**config.mk**
```make
export PLATFORM = sky130hd
export DESIGN_NAME = pwrdn_guard
export DESIGN_NICKNAME = d
export VERILOG_FILES = /design/src/rtl/pwrdn_pkg.sv /design/src/rtl/pwrdn_reg.sv /design/src/rtl/pwrdn_seq.sv /design/src/rtl/pwrdn_pin_gate.sv /design/src/rtl/pwrdn_guard.sv
export SDC_FILE = /design/constraint.sdc
export NUM_CORES = 1
export LEC_CHECK = 0
export ABC_CLOCK_PERIOD_IN_PS = 1600
export BUFFER_PORTS_ARGS = -buffer_cell sky130_fd_sc_hd__buf_2
export CELL_PAD_IN_SITES_DETAIL_PLACEMENT = 1
export CELL_PAD_IN_SITES_GLOBAL_PLACEMENT = 1
export CORE_MARGIN = 1
export CORE_UTILIZATION = 26
export DETAILED_ROUTE_END_ITERATION = 12
export GPL_TIMING_DRIVEN = 0
export PLACE_DENSITY = 0.78
export SLEW_MARGIN = 20
export SYNTH_ARGS = -nofsm -noshare
export SYNTH_HDL_FRONTEND = slang
export SYNTH_SLANG_ARGS = --single-unit
```
**constraint.sdc**
```tcl
create_clock -name clk -period 1.6 [get_ports clk]
set_clock_uncertainty 0.2 [all_clocks]
set_input_delay 0.32 -clock clk [delete_from_list [all_inputs] [get_ports clk]]
set_output_delay 0.32 -clock clk [all_outputs]
set_load 0.01 [all_outputs]
```
**src/rtl/pwrdn_pkg.sv**
```systemverilog
// Package: shared types for the guarded power-down controller.
// Assumes the register is one byte wide with fixed key-bit positions.
package pwrdn_pkg;

    // Classification of one write cycle to the power-control register.
    typedef enum logic [1:0] {
        WK_NONE  = 2'd0,  // no write, other address, or no key bit set
        WK_ARM   = 2'd1,  // arm bit set, go bit clear
        WK_GO    = 2'd2,  // go bit set, arm bit clear
        WK_BOTH  = 2'd3   // both key bits set: rejected
    } wr_kind_e;

endpackage

```
**src/rtl/pwrdn_reg.sv**
```systemverilog
// Module: pwrdn_reg
// Holds the ordinary bits of the power-control register, classifies each
// write by its key bits and returns read data with the key bits at zero.
// Assumes: freeze is high during power-down and blocks every update.
module pwrdn_reg
    import pwrdn_pkg::*;
#(
    parameter int             ADDR_W    = 8,
    parameter int             DATA_W    = 8,
    parameter logic [ADDR_W-1:0] REG_ADDR = 8'h87,
    parameter int             ARM_BIT   = 1,
    parameter int             GO_BIT    = 6,
    parameter logic [DATA_W-1:0] RST_VAL = '0
) (
    input  logic              clk,
    input  logic              rst_n,
    input  logic              freeze,
    input  logic              wr,
    input  logic [ADDR_W-1:0] addr,
    input  logic [DATA_W-1:0] wdata,
    output logic [DATA_W-1:0] rdata,
    output wr_kind_e          kind
);

    localparam logic [DATA_W-1:0] KEY_MASK =
        (DATA_W'(1) << ARM_BIT) | (DATA_W'(1) << GO_BIT);

    logic              hit;
    logic [DATA_W-1:0] store_q;

    assign hit = wr && (addr == REG_ADDR);

    // Store the non-key bits; key bits are never kept.
    always_ff @(posedge clk) begin
        if (!rst_n) begin
            store_q <= RST_VAL & ~KEY_MASK;
        end else if (hit && !freeze) begin
            store_q <= wdata & ~KEY_MASK;
        end
    end

    // Classify the current write by its two key bits.
    always_comb begin
        kind = WK_NONE;
        if (hit) begin
            unique case ({wdata[GO_BIT], wdata[ARM_BIT]})
                2'b01:   kind = WK_ARM;
                2'b10:   kind = WK_GO;
                2'b11:   kind = WK_BOTH;
                default: kind = WK_NONE;
            endcase
        end
    end

    // Read mux: the register value on an address match, zero otherwise.
    assign rdata = (addr == REG_ADDR) ? store_q : '0;

endmodule

```
**src/rtl/pwrdn_seq.sv**
```systemverilog
// Module: pwrdn_seq
// Tracks the arm/go key sequence across instruction boundaries and holds
// the sticky power-down state. Also arbitrates idle against power-down.
// Assumes: instr_done marks the last cycle of each instruction, and a write
// in that same cycle belongs to the instruction that is ending.
module pwrdn_seq
    import pwrdn_pkg::*;
(
    input  logic     clk,
    input  logic     rst_n,
    input  wr_kind_e kind,
    input  logic     instr_done,
    input  logic     pd_pin,
    input  logic     idle_req,
    output logic     pd_active,
    output logic     idle_grant
);

    logic arm_now_q;   // an arm write has occurred in the current instruction
    logic armed_q;     // the previous instruction was an arm instruction
    logic go_hit;

    // A valid go write: armed, pin low, still running.
    assign go_hit = (kind == WK_GO) && armed_q && !pd_pin && !pd_active;

    // Move the arm marker across instruction boundaries.
    always_ff @(posedge clk) begin
        if (!rst_n) begin
            arm_now_q <= 1'b0;
            armed_q   <= 1'b0;
        end else if (!pd_active) begin
            if (instr_done) begin
                armed_q   <= arm_now_q || (kind == WK_ARM);
                arm_now_q <= 1'b0;
            end else if (kind == WK_ARM) begin
                arm_now_q <= 1'b1;
            end
        end
    end

    // Sticky power-down flag; only reset clears it.
    always_ff @(posedge clk) begin
        if (!rst_n) begin
            pd_active <= 1'b0;
        end else if (go_hit) begin
            pd_active <= 1'b1;
        end
    end

    // Idle grant loses to a concurrent go write and to power-down.
    assign idle_grant = idle_req && !go_hit && !pd_active;

endmodule

```
**src/rtl/pwrdn_pin_gate.sv**
```systemverilog
// Module: pwrdn_pin_gate
// Forces a set of output pins low during power-down and drops the oscillator
// enable. Assumes that low is the required parked level for every pin.
module pwrdn_pin_gate #(
    parameter int N_PINS = 3
) (
    input  logic              pd_active,
    input  logic [N_PINS-1:0] pin_in,
    output logic [N_PINS-1:0] pin_out,
    output logic              osc_en
);

    // One gate per forced pin.
    for (genvar g = 0; g < N_PINS; g++) begin : g_force
        assign pin_out[g] = pin_in[g] & ~pd_active;
    end

    assign osc_en = ~pd_active;

endmodule

```
**src/rtl/pwrdn_guard.sv**
```systemverilog
// Module: pwrdn_guard (top)
// Guarded power-down entry controller. It ties the register, the key
// sequencer and the pin gate together.
// Assumes: clk keeps running as a reference so that the block can see the
// reset. All state of the rest of the chip freezes once osc_en drops.
module pwrdn_guard
    import pwrdn_pkg::*;
#(
    parameter int                ADDR_W   = 8,
    parameter int                DATA_W   = 8,
    parameter logic [ADDR_W-1:0] REG_ADDR = 8'h87,
    parameter int                ARM_BIT  = 1,
    parameter int                GO_BIT   = 6
) (
    input  logic              clk,
    input  logic              rst_n,
    input  logic              reg_wr,
    input  logic [ADDR_W-1:0] reg_addr,
    input  logic [DATA_W-1:0] reg_wdata,
    output logic [DATA_W-1:0] reg_rdata,
    input  logic              instr_done,
    input  logic              pd_pin,
    input  logic              idle_req,
    input  logic              ale_i,
    input  logic              psen_i,
    input  logic              clkout_i,
    output logic              osc_en,
    output logic              idle_o,
    output logic              ale_o,
    output logic              psen_o,
    output logic              clkout_o
);

    localparam int N_FORCED = 3;

    wr_kind_e            kind;
    logic                pd_active;
    logic [N_FORCED-1:0] forced_in;
    logic [N_FORCED-1:0] forced_out;

    pwrdn_reg #(
        .ADDR_W   (ADDR_W),
        .DATA_W   (DATA_W),
        .REG_ADDR (REG_ADDR),
        .ARM_BIT  (ARM_BIT),
        .GO_BIT   (GO_BIT),
        .RST_VAL  ('0)
    ) u_reg (
        .clk    (clk),
        .rst_n  (rst_n),
        .freeze (pd_active),
        .wr     (reg_wr),
        .addr   (reg_addr),
        .wdata  (reg_wdata),
        .rdata  (reg_rdata),
        .kind   (kind)
    );

    pwrdn_seq u_seq (
        .clk        (clk),
        .rst_n      (rst_n),
        .kind       (kind),
        .instr_done (instr_done),
        .pd_pin     (pd_pin),
        .idle_req   (idle_req),
        .pd_active  (pd_active),
        .idle_grant (idle_o)
    );

    assign forced_in = {clkout_i, psen_i, ale_i};

    pwrdn_pin_gate #(.N_PINS(N_FORCED)) u_gate (
        .pd_active (pd_active),
        .pin_in    (forced_in),
        .pin_out   (forced_out),
        .osc_en    (osc_en)
    );

    assign ale_o    = forced_out[0];
    assign psen_o   = forced_out[1];
    assign clkout_o = forced_out[2];

endmodule

```
After elaboration in Yosys (flattened, before gate mapping)
Index checks and enable logic that the tools add are counted.

Eq/ne operators: 6. Multiplexer cells: 5. Bitwise operators: 4. Reductions and logical operators: 14.

Operator list (count): $eq A8 B8 Y1 const B (1); $mux W8 (1); $logic_and A1 B1 Y1 (7); $eq A2 B2 Y1 const B (3); $pmux W2 S3 (1); $eq A2 B1 Y1 const B (2); $reduce_and A2 Y1 (2); $and A1 B1 Y1 (3); $logic_not A1 Y1 (3); $mux W1 (2); $mux W2 (1); $reduce_bool A2 Y1 (1); $logic_or A1 B1 Y1 (1); $not A1 Y1 (1).

Register bits after elaboration: 9. Input bits: 25. Output and inout port bits: 13. Word-level logic and storage cells: 33.

Logic depth before layout (Yosys ltp)
Depth in word-level cells: 10. Gate-level depth with buffers: 4.

Modules after synthesis
From an unflattened synthesis, not the netlist that was laid out.

Cells, all modules: 57. Area, all modules: 511.7 µm².

Modules (own cells, without submodules): pwrdn_reg (times used 1, cells each 40, area each 347.8 µm², sequential area each 120.1 µm²); pwrdn_seq (times used 1, cells each 13, area each 141.4 µm², sequential area each 60.1 µm²); pwrdn_pin_gate (times used 1, cells each 4, area each 22.5 µm², sequential area each 0.0 µm²).

Worst setup path before layout
Ideal clock, no wire load.

Path kind: input to output. Start point: in reg_addr[4]. End point: out idle_o. Arrival time: 1.047 ns. Path slack: 0.033 ns. Stages on the path: 4. Cells stage by stage: and4bb_1 > buf_6 > a41oi_1 > and2_1.

Cells in the longest elaborated chain, start to end: 10.

RTL lines: from (decl) (line pwrdn_guard.sv:18) `input logic [ADDR_W-1:0] reg_addr,`; $eq A8 B8 Y1 (line pwrdn_reg.sv:31) `assign hit = wr && (addr == REG_ADDR);`; $logic_and A1 B1 Y1 (line pwrdn_reg.sv:31); $mux W2 (line pwrdn_reg.sv:45) `if (hit) begin`; $eq A2 B2 Y1 (line pwrdn_seq.sv:24) `assign go_hit = (kind == WK_GO) && armed_q && !pd_pin && !pd_active;`; $logic_and A1 B1 Y1 (3 in a row) (line pwrdn_seq.sv:24); $logic_not A1 Y1 (line pwrdn_seq.sv:51) `assign idle_grant = idle_req && !go_hit && !pd_active;`; $logic_and A1 B1 Y1 (2 in a row) (line pwrdn_seq.sv:51); to (decl) (line pwrdn_guard.sv:28) `output logic idle_o,`.

No other way between the ends.

Worst setup path in the final report
Start point: reg u_seq.armed_q. End point: out idle_o.

Cells in the longest elaborated chain, start to end: 6.

RTL lines: from (decl) (line pwrdn_seq.sv:20) `logic armed_q;`; from (signal assigned) (line pwrdn_seq.sv:33) `armed_q <= arm_now_q || (kind == WK_ARM);`; $logic_and A1 B1 Y1 (3 in a row) (line pwrdn_seq.sv:24); $logic_not A1 Y1 (line pwrdn_seq.sv:51); $logic_and A1 B1 Y1 (2 in a row) (line pwrdn_seq.sv:51).

No other way between the ends.

==> out/metrics.yaml <==
outcome: "finished, violations left"
violations: "negative setup slack"
cts_sinks: 9
antenna_left: 0
min_period_ns: 1.74
clk_path_buf_depth: 2
worstHoldStart: "reg_wdata[7]"
path_clk_slew_ns: 0.07
rows: 16
synth.distinct_cells: 22
route.top_layer_used: "met4"
vdd_ir_drop_max_v: 0.000330
place_ws_ns: -0.220
final_net_count: 135
vias: 608
cts_root_buffer: "clkbuf_4"
grt_pass1_vias: 608
leakagePower_nw: 0.480
grt_pass1_wl_um: 2570
yosys_warnings: 0
core-area_um2: 1940
synth_seq_area_share: 0.338
fin_ws_ns: -0.143
synthToLayoutAreaGrowth_pct: 80.0
overflow: 0
min_path_cells: 3
antenna_found_initial: 0
insertedDiodeCount: 0
grt_setup_unrepaired: "true"
grt_use_total: 0.171
wl_met3_um: 111
reg2reg_slack_ns: 0.45
avgSynthCellArea_um2: 8.60
max_freq_mhz: 574
setup_tns_ns: -0.641
start_util: 0.274
synth_area_um2: 533
period_share: 1.09
hold_viol: 0
min_path_type: "in -> reg"
dpl_cell_area_um2: 741
drtIter0Drc: 3
port_buffers: 34
drt_first_pass_iters: 3
power.total_w: 0.000514
globalplace.congestion: 0.637
fin_cells: 136
setup.worst_path.class: "reg -> out"
cts_tree: "yes"
drc_errors: 0
start_kind: "register"
finalSetupViolations: 7
ys_seq_elements: 9
power.density_nw_per_um2: 536
worstPathMaxFanout: 2
stdcell_area_um2: 960
ios: 38
die_y_um: 47.3
met1Wirelength_um: 635
met2WireLength_um: 983
min_to: "u_reg.store_q[7]$_SDFFE_PN0P_"
dp.cells: 124
cp.required_ns: 1.08
end_kind: "output port"
routed_wl_um: 1760
dieArea_um2: 2230
rr_worst_depth: 3
wl_per_cell_um: 12.9
drive_above_1_share: 0.560
arrival_ns: 1.22
htree_num_levels: 1
die_w_um: 47.3
clock_latency_ns: 0.28
grt_start_max_net_pins: 11
syn-instance-count: 62
report.final.slew_viol_count: 0
r2r-start: "u_seq.pd_active$_SDFFE_PN0P_"
drv_cap: 0
cts_buffers: 3
vias_per_cell: 4.47
r2r-end: "u_reg.store_q[5]$_SDFFE_PN0P_"
dpl.hpwl_um: 1160
[Yosys cell counts]
| cell type | n | area share |
|---|---|---|
| a21oi_1 | 1 | 0.0094 |
| nand4_4 | 1 | 0.040 |
| clkbuf_1 | 1 | 0.0070 |
| nand2b_1 | 1 | 0.012 |
| mux2i_1 | 6 | 0.11 |
| dfxtp_1 | 9 | 0.34 |
| buf_6 | 1 | 0.021 |
| a41oi_1 | 1 | 0.016 |
| inv_1 | 1 | 0.0070 |
| conb_1 | 1 | 0.0070 |
| nor4bb_1 | 1 | 0.019 |
| buf_2 | 1 | 0.0094 |
| o21ai_0 | 2 | 0.019 |
| and2_1 | 1 | 0.012 |
| and3_2 | 6 | 0.085 |
| nand3_1 | 1 | 0.0094 |
| buf_4 | 3 | 0.042 |
| nand4_1 | 1 | 0.012 |
| nor2b_1 | 6 | 0.070 |
| nor2_1 | 2 | 0.014 |
| nand2_1 | 13 | 0.092 |
| and4bb_1 | 2 | 0.047 |
[area by class of cell]
cell class              count  area (um^2)
fillers                   247          982
multi-input cells          47          355
repair buffers             42          312
flip-flops and latches      9          183
plain buffers               6         46.3
well taps                  27         33.8
clock buffers               4         26.3
inverters                   1         3.75
[logic make-up after synthesis]
group           count (synthesis)  synth area share
simple gates                   35             0.411
buf+inv                         7            0.0868
flops                           9             0.338
mux                             6             0.113
other cells                     1           0.00704
compound gates                  4            0.0446
[flip-flops by register name (all words and copies together), names as in the netlist]
register and count:
u_reg.store_q 6, u_seq.pd_active 1, u_seq.arm_now_q 1, u_seq.armed_q 1
[what timing repair did]
item                                    4_1_cts  5_1_grt
pin swaps                                     8        3
gates cloned                                  0        0
endpoints found under the setup margin        7        8
resized for setup                            24        3
buffers inserted                              7        1
hold buffers                                  0        0
[how the worst max path moves through the flow]
| stage | from | end | slack (ns) | depth (start not counted) |
|---|---|---|---|---|
| floorplan | reg_addr[4] | idle_o | 0.03 | 4 |
| detailed placement | reg_addr[3] | idle_o | -0.22 | 6 |
| global placement | reg_addr[3] | idle_o | -0.20 | 6 |
| CTS | u_seq.armed_q$_SDFFE_PN0P_ | idle_o | -0.15 | 4 |
| global route | u_seq.armed_q$_SDFFE_PN0P_ | idle_o | -0.23 | 4 |
| finish | u_seq.armed_q$_SDFFE_PN0P_ | idle_o | -0.14 | 4 |
[worst max-delay path: stages (launching register included)]
cell and delay [ns]:
dfxtp_2 0.32, nor4bb_4 0.19, a41oi_2 0.14, and2_1 0.16, buf_2 0.13
[metrics by stage]
| stage | hold slack [ns] | util |
|---|---|---|
| 3_3_place_gp | 0.239 | 0.381 |
| 5_1_grt | 0.102 | 0.494 |
| 3_5_place_dp | 0.255 | 0.381 |
| 4_1_cts | 0.0918 | 0.483 |
| 6_report | 0.0822 | 0.494 |
| 2_1_floorplan | 0.233 | - |
[cell usage in the layout, fill, tap and decap left out, drive strengths merged]
| cell type | count |
|---|---|
| conb | 2 |
| clkbuf | 5 |
| nand2 | 13 |
| a21oi | 1 |
| nor4bb | 1 |
| and3 | 6 |
| mux2i | 6 |
| o21ai | 2 |
| a41oi | 1 |
| nor2 | 2 |
| buf | 47 |
| nand2b | 1 |
| nand3 | 1 |
| nand4 | 2 |
| dfxtp | 9 |
| nor2b | 6 |
| and2 | 1 |
| inv | 1 |
| and4bb | 2 |
[where the power goes]
group	internal [W]	leakage [nW]	switching, W
sequential	0.000225	0.0735	0.000000661
clock	0.0000969	0.0150	0.0000968
combinational	0.0000563	0.392	0.0000383
[routing by layer]
layer,track usage,vias to the layer above
met3,0.0538,2
met2,0.307,24
li1,-,303
met4,0.0857,0
met5,0,-
met1,0.177,279
No activity file was read; power rests on OpenSTA's default activity.
